**src/rtl/wdt_pkg.sv**
```systemverilog
package wdt_pkg;
    typedef enum logic [1:0] {
        ST_IDLE  = 2'd0,
        ST_COUNT = 2'd1,
        ST_PULSE = 2'd2
    } wdt_state_e;
endpackage

```
**src/rtl/wdt_rst_qual.sv**
```systemverilog
// Reset pin qualifier: a level becomes a reset after RST_MIN consecutive high samples.
module wdt_rst_qual #(
    parameter int RST_MIN = 24
) (
    input  logic clk,
    input  logic pin_in,
    output logic qual
);
    localparam int CW = $clog2(RST_MIN + 1);
    localparam logic [CW-1:0] QMAX = CW'(RST_MIN);

    logic [CW-1:0] run_len;

    always_ff @(posedge clk) begin
        if (!pin_in)
            run_len <= '0;
        else if (run_len != QMAX)
            run_len <= run_len + 1'b1;
    end

    assign qual = (run_len == QMAX);
endmodule

```
**src/rtl/wdt_prescaler.sv**
```systemverilog
// Machine-cycle divider plus binary prescaler; carry marks one timer step.
module wdt_prescaler #(
    parameter int OSC_PER_MC = 12,
    parameter int PRESC_W    = 11
) (
    input  logic clk,
    input  logic clr,
    input  logic run,
    output logic carry
);
    localparam int MCW = $clog2(OSC_PER_MC);
    localparam logic [MCW-1:0] MC_LAST = MCW'(OSC_PER_MC - 1);

    logic [MCW-1:0]     mc_cnt;
    logic [PRESC_W-1:0] presc;
    logic               mc_tick;

    assign mc_tick = (mc_cnt == MC_LAST);

    always_ff @(posedge clk) begin
        if (clr || !run) begin
            mc_cnt <= '0;
            presc  <= '0;
        end else if (mc_tick) begin
            mc_cnt <= '0;
            presc  <= presc + 1'b1;
        end else begin
            mc_cnt <= mc_cnt + 1'b1;
        end
    end

    assign carry = run && !clr && mc_tick && (&presc);
endmodule

```
**src/rtl/wdt_timer.sv**
```systemverilog
// Watchdog timer with two-step reload sequence and overflow detection.
module wdt_timer #(
    parameter int TMR_W = 8
) (
    input  logic             clk,
    input  logic             clr,
    input  logic             run,
    input  logic             carry,
    input  logic             arm,
    input  logic             load,
    input  logic [TMR_W-1:0] value,
    output logic             reload_ok,
    output logic             ovf
);
    logic             arm_q;
    logic [TMR_W-1:0] tmr;

    assign reload_ok = run && load && arm_q;

    always_ff @(posedge clk) begin
        if (clr)
            arm_q <= 1'b0;
        else
            arm_q <= arm;
    end

    always_ff @(posedge clk) begin
        if (clr || !run)
            tmr <= '0;
        else if (reload_ok)
            tmr <= value;
        else if (carry)
            tmr <= tmr + 1'b1;
    end

    assign ovf = carry && (&tmr) && !reload_ok;
endmodule

```
**src/rtl/wdt_pulse_fsm.sv**
```systemverilog
// Control state machine: idle / counting / driving the reset pulse.
module wdt_pulse_fsm
    import wdt_pkg::*;
#(
    parameter int PULSE_LEN = 24
) (
    input  logic clk,
    input  logic ext_qual,
    input  logic en,
    input  logic ovf,
    output logic run,
    output logic pulse
);
    localparam int PW = $clog2(PULSE_LEN);
    localparam logic [PW-1:0] P_LAST = PW'(PULSE_LEN - 1);

    wdt_state_e    state, nxt;
    logic [PW-1:0] pls_cnt;

    // state register
    always_ff @(posedge clk) begin
        if (ext_qual)
            state <= ST_IDLE;
        else
            state <= nxt;
    end

    always_ff @(posedge clk) begin
        if (state != ST_PULSE)
            pls_cnt <= '0;
        else
            pls_cnt <= pls_cnt + 1'b1;
    end

    always_comb begin
        nxt = state;
        unique case (state)
            ST_IDLE:  if (en) nxt = ST_COUNT;
            ST_COUNT: begin
                if (!en)      nxt = ST_IDLE;
                else if (ovf) nxt = ST_PULSE;
            end
            ST_PULSE: if (pls_cnt == P_LAST) nxt = ST_IDLE;
            default:  nxt = ST_IDLE;
        endcase
    end

    // outputs
    always_comb begin
        run   = (state == ST_COUNT);
        pulse = (state == ST_PULSE);
    end
endmodule

```
**src/rtl/wdt_supervisor.sv**
```systemverilog
module wdt_supervisor #(
    parameter int OSC_PER_MC = 12,
    parameter int RST_MC     = 2,
    parameter int PRESC_W    = 11,
    parameter int TMR_W      = 8
) (
    input  logic             clk,
    input  logic             wd_en_pin,
    input  logic             rst_pin_in,
    output logic             rst_pin_out,
    input  logic             kick_arm,
    input  logic             kick_load,
    input  logic [TMR_W-1:0] kick_value,
    input  logic             pd_req,
    output logic             pd_grant,
    output logic             sys_rst
);
    localparam int RST_MIN   = OSC_PER_MC * RST_MC;
    localparam int PULSE_LEN = OSC_PER_MC * RST_MC;

    logic ext_qual, run, pulse, carry, reload_ok, ovf;

    wdt_rst_qual #(.RST_MIN(RST_MIN)) u_qual (
        .clk    (clk),
        .pin_in (rst_pin_in),
        .qual   (ext_qual)
    );

    wdt_prescaler #(.OSC_PER_MC(OSC_PER_MC), .PRESC_W(PRESC_W)) u_presc (
        .clk   (clk),
        .clr   (sys_rst || reload_ok),
        .run   (run),
        .carry (carry)
    );

    wdt_timer #(.TMR_W(TMR_W)) u_tmr (
        .clk       (clk),
        .clr       (sys_rst),
        .run       (run),
        .carry     (carry),
        .arm       (kick_arm),
        .load      (kick_load),
        .value     (kick_value),
        .reload_ok (reload_ok),
        .ovf       (ovf)
    );

    wdt_pulse_fsm #(.PULSE_LEN(PULSE_LEN)) u_fsm (
        .clk      (clk),
        .ext_qual (ext_qual),
        .en       (wd_en_pin),
        .ovf      (ovf),
        .run      (run),
        .pulse    (pulse)
    );

    assign sys_rst     = ext_qual || pulse;
    assign rst_pin_out = pulse;
    assign pd_grant    = pd_req && !wd_en_pin && !sys_rst;
endmodule

```
**config.mk**
```make
export PLATFORM = sky130hd
export DESIGN_NAME = wdt_supervisor
export DESIGN_NICKNAME = d
export VERILOG_FILES = /design/src/rtl/wdt_pkg.sv /design/src/rtl/wdt_rst_qual.sv /design/src/rtl/wdt_prescaler.sv /design/src/rtl/wdt_timer.sv /design/src/rtl/wdt_pulse_fsm.sv /design/src/rtl/wdt_supervisor.sv
export SDC_FILE = /design/constraint.sdc
export NUM_CORES = 1
export LEC_CHECK = 0
export BUFFER_PORTS_ARGS = -buffer_cell sky130_fd_sc_hd__buf_2
export CAP_MARGIN = 30
export CORE_MARGIN = 3
export CORE_UTILIZATION = 35
export CTS_BUF_LIST = sky130_fd_sc_hd__clkbuf_16
export DETAILED_ROUTE_END_ITERATION = 12
export GPL_TIMING_DRIVEN = 0
export SLEW_MARGIN = 30
export SYNTH_ARGS = -nofsm -noshare
export SYNTH_HDL_FRONTEND = slang
export SYNTH_SLANG_ARGS = --single-unit
```
**constraint.sdc**
```tcl
create_clock -name clk -period 2.45 [get_ports clk]
set_input_delay 0.245 -clock clk [delete_from_list [all_inputs] [get_ports clk]]
set_output_delay 0.245 -clock clk [all_outputs]
set_load 0.01 [all_outputs]
```
==> results.md <==
* Hold_buf cts at 0
* Number of synthesized register bits at 36
* Required time worst endpoint at 2.20 ns
* Hold path cells at 2
* Diode count at 0
* Synth warn at 0
* Port bufs at 16
* Seq pwr share at 49.7%
* Sw frac at 20.1%
* Lkg Pwr at 0.775 nW
* Root Buffer: clkbuf_16
* Post-synth cell types at 28
* FF-to-FF setup slack at 0.69 ns
* Dpl hpwl at 2100 um
* Comb pwr share at 4.9%
* Post-Route Skew at 0.00568 ns
* Finished Layout Cells at 253
* Worst Tran Pin Value at 0.451 ns
* Vias in the first global route at 1,172
* Final Power at 1.24 mW
* Max-cap violation count at 0
* WL/cell at 11.5 um
* Period utilisation layout at 88.9%
* Filler cell count at 467
* Synthesized Nets at 200
* Die area at 0.00552 mm^2
* Tightest Hold Check Type: in2reg
* Startpoint Class: register
* Antenna violations before repair at 0
* Hold path endpoint: u_tmr.arm_q$_SDFF_PP0_
* Clock Sinks at 36
* Largest area contributor in the netlist: dfxtp_1
* Fin nets at 223
* Setup bufs post-CTS at 0
* Crit end category: primary output
* Clk slew on worst S/H paths at 0.05 ns
* Layout cells sized above 1 at 13.9%
* Min Hold Slack at 0.210 ns
* R2r endpoint: u_tmr.tmr[4]$_SDFFE_PP0P_
* Placed Cells at 248
* Starting Density at 37.0%
* Int Pwr at 0.990 mW
* Setup TNS at 0 ns
* Max Clock Freq at 459 MHz
* Hold Violations, Final at 0
* Post-synth EDFFs at 0
* RSZ-0062 raised after global routing: no
* Post-synth top area share at 44.2%
* CTS tree: done
* Slew HR at 69.9%
* Commonest non-fill, non-tap cell in the layout: dfxtp_1
* Largest net degree at the start of global routing at 11
* Via density per instance at 4.97
* Pre-CTS setup slack at 0.515 ns
* DR DRC count at 0
* Cell area after layout at 0.00190 mm^2
* First-pass GRT wire length at 5210 um
* P_sw at 0.249 mW
* Final Util at 43.1%
* Crit path time final at 2.18 ns
* Status: completed
* Worst flop-to-flop path startpoint: u_presc.mc_cnt[0]$_SDFF_PP0_
* Area grow syn2layout at 16.6%
* Min-delay src: kick_arm
* Cells after Synth at 180
* Cell count of the worst reg-to-reg path at 6
* Main area contributors after synthesis: dfxtp_1 (44%), xnor2_1 (7.5%), nor2_1 (6.9%), xor2_1 (6.4%), ha_1 (4.6%)
* Final Setup Violations at 0
* Max Slew Vio Count at 0
* Critical path type: reg2out
* DR vias at 1,258
* Total grt overflow at 0
* Total wire length at 2910 um
* Drt first pass iters at 4
* DRT iter0 DRCs at 65
* DIE HEIGHT at 74.3 um
* Max VDD drop at 0.259 mV
* Avg Cell Area, Syn at 9.06 um^2
* Top_reg_cell synth: dfxtp_1
* Clock network power share at 45.4%
* Post-cts repair resize count at 0
* Pwr Density at 651 mW/mm^2
* I/O Pins at 17
* Routability congestion estimate at 0.720
* Clock Tree Buf Depth at 2
* Mapped cell area at 0.00163 mm^2
* Clk_lat worst skew at 0.28 ns
* Arrival time at the worst endpoint at 1.93 ns
* GRT Overall Usage at 12.5%
* Async SR Flop Fraction at 0%
* Setup ws final at 0.272 ns
* Most frequent cells in the layout: dfxtp_1 (36), nor2_1 (30), buf_2 (16)
* Die W at 74.3 um
* TritonCTS Buffers at 5
* Core ar. at 0.00441 mm^2
* Peak fanout along the critical path at 10
* Cell area after placement at 0.00178 mm^2
* Final ANT Viol Nets at 0
* Row cnt at 24
* Post-synthesis sequential area ratio at 44.2%
* Htree depth at 2
==> registers in the layout, summed over array words and instances (netlist names) <==
signal,cells
u_presc.presc,11
u_tmr.tmr,8
u_fsm.pls_cnt,5
u_qual.run_len,5
u_presc.mc_cnt,4
u_fsm.state,2
u_tmr.arm_q,1
==> critical path, cell delays in order (launching register included) <==
cell and delay (ns):
dfxtp_1 0.36, inv_1 0.08, ha_1 0.19, nand4b_1 0.12, clkbuf_1 0.36, nand2_1 0.12
nor3b_1 0.26, buf_2 0.18
==> logic make-up after synthesis <==
kind of cell	after synthesis	synth area share (%)
simple gates	91	29.6
flops	36	44.2
xor+xnor	26	14.0
compound gates	12	5.21
buf+inv	8	1.84
fa+ha+maj	6	4.60
mux	1	0.614
==> cell usage after synthesis (2+ instances only) <==
cell type / number
ha_1: 6
nand2b_1: 2
nand2_1: 11
a21oi_1: 2
xnor2_1: 14
nor2_1: 30
inv_1: 5
dfxtp_1: 36
clkbuf_1: 3
xor2_1: 12
nand3_1: 15
nor2b_1: 2
and3_1: 7
nor4_1: 2
nand4b_1: 2
and2_1: 7
nand4_1: 4
a211oi_1: 9
and4_2: 2
==> area by class of cell <==
class | count | area [um^2] | area share, %
flip-flops and latches | 36 | 721 | 37.9
well taps | 52 | 65.1 | 3.42
clock buffers | 5 | 125 | 6.58
multi-input cells | 136 | 881 | 46.3
plain buffers | 3 | 11.3 | 0.592
inverters | 5 | 18.8 | 0.987
repair buffers | 16 | 80.1 | 4.21
==> worst max-delay path by stage <==
stage                              startpoint  endpoint  slack [ns]  cells past startpoint
4_1_cts        u_qual.run_len[0]$_SDFFE_PN0N_  pd_grant        0.19                      7
6_report       u_qual.run_len[0]$_SDFFE_PN0N_  pd_grant        0.27                      7
2_1_floorplan  u_qual.run_len[0]$_SDFFE_PN0N_  pd_grant        0.74                      6
3_3_place_gp   u_qual.run_len[0]$_SDFFE_PN0N_  pd_grant        0.52                      7
3_5_place_dp   u_qual.run_len[0]$_SDFFE_PN0N_  pd_grant        0.51                      7
5_1_grt        u_qual.run_len[0]$_SDFFE_PN0N_  pd_grant        0.07                      7
==> routing by layer <==
layer	up-vias	GRT usage, %	wire [um]
met5	-	0	0
met2	18	17.8	1270
li1	658	-	-
met3	5	4.05	127
met1	577	16.7	1460
met4	0	6.52	48
==> power groups by stage <==
stage / clock network (mW) / registers [mW] / logic (mW)
2_1_floorplan: 0 / 0.624 / 0.0403
3_3_place_gp: 0 / 0.627 / 0.0609
3_5_place_dp: 0 / 0.627 / 0.0618
4_1_cts: 0.588 / 0.615 / 0.0622
5_1_grt: 0.609 / 0.618 / 0.0709
6_report: 0.563 / 0.616 / 0.0601
(Power assumes the default switching activity.)
